<file path="src/rtl/gpio_edge_pkg.sv">
`timescale 1ns/1ps
package gpio_edge_pkg;
  localparam int NPIN    = 3;
  localparam int PIN_LSB = 5;
  localparam int DW      = 8;
  localparam int AW      = 8;
  localparam logic [AW-1:0] ADDR_STATE = 8'h03;
  localparam logic [AW-1:0] ADDR_DIR   = 8'h04;
  localparam logic [AW-1:0] ADDR_EN    = 8'h05;
  localparam logic [AW-1:0] ADDR_POL   = 8'h06;

  // polarity 0: rising edge qualifies; polarity 1: falling edge qualifies
  function automatic logic [NPIN-1:0] edge_hit_f(input logic [NPIN-1:0] cur,
                                                 input logic [NPIN-1:0] prev,
                                                 input logic [NPIN-1:0] pol);
    return (cur & ~prev & ~pol) | (~cur & prev & pol);
  endfunction

  // inputs show the synchronized pad, outputs show the written value
  function automatic logic [NPIN-1:0] state_view_f(input logic [NPIN-1:0] dir,
                                                   input logic [NPIN-1:0] pin,
                                                   input logic [NPIN-1:0] out);
    return (dir & pin) | (~dir & out);
  endfunction
endpackage

</file>
<file path="src/rtl/gpio_sync.sv">
`timescale 1ns/1ps
module gpio_sync #(
  parameter int W = 3
) (
  input  logic         clk,
  input  logic         rst_n,
  input  logic [W-1:0] d_in,
  output logic [W-1:0] d_out
);
  logic [W-1:0] stage1;
  logic [W-1:0] stage2;

  always_ff @(posedge clk or negedge rst_n) begin
    if (!rst_n) begin
      stage1 <= '0;
      stage2 <= '0;
    end else begin
      stage1 <= d_in;
      stage2 <= stage1;
    end
  end

  assign d_out = stage2;
endmodule

</file>
<file path="src/rtl/gpio_edge_det.sv">
`timescale 1ns/1ps
module gpio_edge_det
  import gpio_edge_pkg::*;
#(
  parameter int W = NPIN
) (
  input  logic         clk,
  input  logic         rst_n,
  input  logic [W-1:0] cur,
  input  logic [W-1:0] qual,
  input  logic [W-1:0] pol,
  input  logic         clr,
  output logic [W-1:0] hit,
  output logic [W-1:0] flag
);
  logic [W-1:0] prev;

  always_ff @(posedge clk or negedge rst_n) begin
    if (!rst_n) prev <= '0;
    else        prev <= cur;
  end

  assign hit = edge_hit_f(cur, prev, pol) & qual;

  for (genvar i = 0; i < W; i++) begin : g_cap
    always_ff @(posedge clk or negedge rst_n) begin
      if (!rst_n)      flag[i] <= 1'b0;
      else if (hit[i]) flag[i] <= 1'b1;
      else if (clr)    flag[i] <= 1'b0;
    end
  end

  // a flag may only rise on a pin that was an enabled input
  assert_flag_qualified_R7: assert property (@(posedge clk) disable iff (!rst_n)
    ((flag & ~$past(flag) & ~$past(qual)) == '0));
  // a clear with no new edge empties all flags
  assert_clear_empties_R8: assert property (@(posedge clk) disable iff (!rst_n)
    (clr && (hit == '0)) |=> (flag == '0));
  // an edge that coincides with a clear stays captured
  assert_edge_wins_R9: assert property (@(posedge clk) disable iff (!rst_n)
    (clr && (hit != '0)) |=> ((flag & $past(hit)) == $past(hit)));
endmodule

</file>
<file path="src/rtl/gpio_regs.sv">
`timescale 1ns/1ps
module gpio_regs
  import gpio_edge_pkg::*;
#(
  parameter int W   = NPIN,
  parameter int LSB = PIN_LSB,
  parameter int D   = DW,
  parameter int A   = AW
) (
  input  logic         clk,
  input  logic         rst_n,
  input  logic [A-1:0] addr,
  input  logic         wr_en,
  input  logic         rd_en,
  input  logic [D-1:0] wdata,
  input  logic [W-1:0] pin_sync,
  output logic [D-1:0] rdata,
  output logic [W-1:0] dir,
  output logic [W-1:0] out,
  output logic [W-1:0] en,
  output logic [W-1:0] pol,
  output logic         state_rd
);
  logic [W-1:0] wfield;
  logic [W-1:0] rfield;
  logic         rhit;

  assign wfield = wdata[LSB +: W];

  always_ff @(posedge clk or negedge rst_n) begin
    if (!rst_n) begin
      dir <= '1;
      out <= '0;
      en  <= '0;
      pol <= '0;
    end else if (wr_en) begin
      case (addr)
        ADDR_STATE: out <= wfield;
        ADDR_DIR:   dir <= wfield;
        ADDR_EN:    en  <= wfield;
        ADDR_POL:   pol <= wfield;
        default: ;
      endcase
    end
  end

  always_comb begin
    rfield = '0;
    rhit   = 1'b1;
    case (addr)
      ADDR_STATE: rfield = state_view_f(dir, pin_sync, out);
      ADDR_DIR:   rfield = dir;
      ADDR_EN:    rfield = en;
      ADDR_POL:   rfield = pol;
      default:    rhit   = 1'b0;
    endcase
    rdata = '0;
    if (rd_en && rhit) rdata[LSB +: W] = rfield;
  end

  assign state_rd = rd_en && (addr == ADDR_STATE);

  // low bits never carry data
  always_comb assert_low_bits_zero_R10: assert (rdata[LSB-1:0] == '0);
endmodule

</file>
<file path="src/rtl/gpio_edge_irq.sv">
`timescale 1ns/1ps
module gpio_edge_irq
  import gpio_edge_pkg::*;
(
  input  logic            clk,
  input  logic            rst_n,
  input  logic [AW-1:0]   addr,
  input  logic            wr_en,
  input  logic            rd_en,
  input  logic [DW-1:0]   wdata,
  output logic [DW-1:0]   rdata,
  input  logic [NPIN-1:0] pad_in,
  output logic [NPIN-1:0] pad_out,
  output logic [NPIN-1:0] pad_oe,
  output logic            irq_n
);
  logic [NPIN-1:0] pin_sync;
  logic [NPIN-1:0] dir, out, en, pol;
  logic [NPIN-1:0] hit_w, flag_w;
  logic            state_rd;

  gpio_sync #(.W(NPIN)) u_sync (
    .clk(clk), .rst_n(rst_n), .d_in(pad_in), .d_out(pin_sync)
  );

  gpio_regs #(.W(NPIN), .LSB(PIN_LSB), .D(DW), .A(AW)) u_regs (
    .clk(clk), .rst_n(rst_n), .addr(addr), .wr_en(wr_en), .rd_en(rd_en),
    .wdata(wdata), .pin_sync(pin_sync), .rdata(rdata),
    .dir(dir), .out(out), .en(en), .pol(pol), .state_rd(state_rd)
  );

  gpio_edge_det #(.W(NPIN)) u_edge (
    .clk(clk), .rst_n(rst_n), .cur(pin_sync), .qual(dir & en), .pol(pol),
    .clr(state_rd), .hit(hit_w), .flag(flag_w)
  );

  assign pad_out = out;
  assign pad_oe  = ~dir;
  assign irq_n   = ~|(flag_w & en);

  // a direction write sets the pad enables on the next cycle
  assert_dir_to_oe_R2: assert property (@(posedge clk) disable iff (!rst_n)
    (wr_en && addr == ADDR_DIR) |=> (pad_oe == ~$past(wdata[PIN_LSB +: NPIN])));
  // a state write sets the pad level on the next cycle
  assert_state_to_pad_R3: assert property (@(posedge clk) disable iff (!rst_n)
    (wr_en && addr == ADDR_STATE) |=> (pad_out == $past(wdata[PIN_LSB +: NPIN])));
  // a captured edge pulls the interrupt low unless the enables change at the same time
  assert_edge_irq_R5: assert property (@(posedge clk) disable iff (!rst_n)
    ((hit_w != '0) && !wr_en) |=> !irq_n);
endmodule

</file>
<file path="config.mk">
export PLATFORM = sky130hd
export DESIGN_NAME = gpio_edge_irq
export DESIGN_NICKNAME = d
export VERILOG_FILES = /design/src/rtl/gpio_edge_pkg.sv /design/src/rtl/gpio_sync.sv /design/src/rtl/gpio_edge_det.sv /design/src/rtl/gpio_regs.sv /design/src/rtl/gpio_edge_irq.sv
export SDC_FILE = /design/constraint.sdc
export NUM_CORES = 1
export LEC_CHECK = 0
export ABC_AREA = 1
export ABC_CLOCK_PERIOD_IN_PS = 1000
export BUFFER_PORTS_ARGS = -buffer_cell sky130_fd_sc_hd__buf_2
export CORE_MARGIN = 2
export CORE_UTILIZATION = 35
export DETAILED_ROUTE_END_ITERATION = 10
export SKIP_LAST_GASP = 1
export SLEW_MARGIN = 40
export SYNTH_ARGS = -nofsm -noshare
export SYNTH_HDL_FRONTEND = slang
export SYNTH_SLANG_ARGS = --single-unit
</file>
<file path="constraint.sdc">
create_clock -name clk -period 1 [get_ports clk]
set_input_delay 0.1 -clock clk [delete_from_list [all_inputs] [get_ports clk]]
set_output_delay 0.1 -clock clk [all_outputs]
set_load 0.02 [all_outputs]
</file>
==> flow_summary.ini <==
[die]
die_y_um = 63.8
die-width_um = 63.8
start_util = 0.370
dieArea_um2 = 4070
core_um2 = 3390
rows = 21
io_pins = 38

[timing]
relSlewSlack = 0.653
setup_viol = 12
skew_ps = 1.65
fin_setup_tns_ps = -3130
worst_slew_pin_slew_ps = 521
setup_slack_ps = -568
max_freq_mhz = 638
min_period_ps = 1570
fin_hold_ws_ps = 79.3
rsz0062_at_grt = yes
final-hold-violation-count = 0
slew_violations = 0
period_share = 1.57

[setup_path]
cp_max_fo = 4
path_buf_inv = 2
worstPathCellList = buf_6, nand3_1, nand2_2, nor2_2, nor2_2, buf_6
required_ps = 900
cp_top_family = flip-flops
cp-start-kind = flip-flop
arrival_ps = 1470
end_kind = output pin
criticalPathCategory = reg -> out
cp_slowest_cell = dfstp_2
max_stage_delay_ps = 620

[synthesis]
synth_seq_area_share = 0.483
ys_types = 21
async_flop_share = 1.00
yosysTopAreaCell = dfrtp_1
synth.avg_cell_area_um2 = 7.83
synth_warnings = 0
synth_seq_cells = 24
synthCells = 160
yosysMostFrequentCell = nand2_1
ys_top_cells_by_area = dfrtp_1 (42%), nand2_1 (14%), nor2_1 (7.5%), dfstp_2 (6.3%), nand3_1 (4.8%)
synth_edf_count = 0
yosysTopAreaCellShare = 0.420
syn_area_um2 = 1250
synth_common_cells = nand2_1 (47), nor2_1 (25), dfrtp_1 (21)
synth_flop_cell = dfrtp_1

[global_routing]
grt_overflow = 0
antenna_found_initial = 0
track_usage = 0.159
grt_pass1_wl_um = 5190
grt_pass1_vias = 1214
grt_start_max_net_pins = 25

[route]
routed_wl_um = 3120
antenna_left = 0
vias = 1191
drtIter0Drc = 32
drc = 0
wire_per_inst_um = 11.9
dr.pass1.iters = 4
vias_per_cell = 4.55

[power_and_ir_drop]
p_seq_frac = 0.492
p_int_w = 0.00163
pwr-share-comb = 0.193
p_leak_nw = 0.904
power_switching_share = 0.253
ir_drop_mv = 1.17
p_sw_w = 0.000554
power_density_nw_per_um2 = 1170
power.share.clock = 0.315

[run_status]
violations = negative setup slack
status = finished with violations

[finish]
diodes = 0
fill_cells = 316
nNetsFinal = 240
area_growth_pct = 49.5
multi_input_area_um2 = 632
layout-drive-gt1-share = 0.449
regArea_um2 = 604

[cts]
cts_buffer_depth = 2
clock-root-buffer = clkbuf_4
cts.sinks = 24
insertion_delay_ps = 310
clk_pin_slew_ps = 130
cts_buffers = 3
cts_tree = done
h-tree-depth = 1

[worst_hold_path]
hold_path.class = in -> reg

[placed_design]
place.gp.congestion = 0.776
dp_hpwl_um = 2250
numPortBuffers = 27

[flow_run]
max-cap-violations = 0
[cells in the final DEF, fill, tap and decap left out, drive strengths merged]
cell type,n
o2111ai,3
a21oi,4
nor2,30
dlygate4sd3,4
dfrtp,21
dfstp,3
bufinv,1
buf,50
conb,5
clkinv,1
inv,16
a22o,1
nand3,12
clkbuf,3
nand2,50
o21ai,12
[registers in the layout, indices dropped and copies added (netlist names)]
signal         flops
u_edge.flag        3
u_edge.prev        3
u_regs.dir         3
u_regs.en          3
u_regs.out         3
u_regs.pol         3
u_sync.d_out       3
u_sync.stage1      3
[tightest hold or removal path: cells and delay by family]
family | cells | cell delay [ps]
AO/OA/AOI/OAI | 1 | 90
buffers and inverters | 2 | 210
[final timing paths]
| kind | startpoint | endpoint | slack (ps) | cells past startpoint |
|---|---|---|---|---|
| min in group asynchronous | rst_n | u_sync.stage1[2]$_DFF_PN0_ | 280 | 2 |
| max | u_regs.dir[1]$_DFFE_PN1P_ | rdata[6] | -570 | 6 |
| min | wdata[7] | u_regs.dir[2]$_DFFE_PN1P_ | 80 | 3 |
| min reg2reg | u_sync.stage1[0]$_DFF_PN0_ | u_sync.d_out[0]$_DFF_PN0_ | 370 | 0 |
| max in group asynchronous | rst_n | u_regs.dir[1]$_DFFE_PN1P_ | 360 | 2 |
| max reg2reg | u_regs.dir[2]$_DFFE_PN1P_ | u_edge.flag[2]$_DFFE_PN0P_ | -50 | 4 |
[cell type report]
class,count,area share
inverters,17,0.0414
repair buffers,54,0.239
well taps,46,0.0307
multi-input cells,117,0.338
clock buffers,3,0.0120
flip-flops and latches,24,0.323
clock inverters,1,0.0160
[cell families (layout without fill, tap and decap cells)]
| logic type | count (synthesis) | count (layout) | share of synthesized area |
|---|---|---|---|
| AND/OR/NAND/NOR | 92 | 92 | 0.323 |
| other | 1 | 5 | 0.00299 |
| buffers and inverters | 23 | 75 | 0.0909 |
| flip-flops | 24 | 24 | 0.483 |
| AO/OA/AOI/OAI | 20 | 20 | 0.101 |
[what timing repair did]
item                                   CTS  global route
setup endpoints to repair               11            14
hold buffers                             4             0
buffers inserted                         5             4
endpoints found under the hold margin   24             0
gates resized for setup                 27            27
pin swaps                               11            13
[routing by layer]
metal	up-vias	wire, µm	share of wire	GRT usage
met5	-	0	0	0
met4	0	21	0.0067	0.0408
met3	2	127	0.041	0.0194
met2	34	1540	0.50	0.271
met1	551	1420	0.46	0.212
li1	604	-	-	-
[power groups by stage]
stage                     Sequential, W  Clock (W)  Combinational (W)
after floorplan                 0.00110          0           0.000166
after global placement          0.00109          0           0.000318
after detailed placement        0.00109          0           0.000328
after CTS                       0.00107   0.000707           0.000385
after global routing            0.00108   0.000753           0.000461
final                           0.00107   0.000689           0.000421
[metrics by stage]
stage                     cells  worst slack [ps]   util  power, W  area, µm²
after floorplan             164              -101      -   0.00126       1290
after global placement      250              -241  0.464   0.00140       1570
after detailed placement    250              -257  0.464   0.00142       1570
after CTS                   260              -590  0.520   0.00216       1760
after global routing        262              -659  0.552   0.00230       1870
final                       262              -568  0.552   0.00218       1870
No activity file was read; power rests on OpenSTA's default activity.
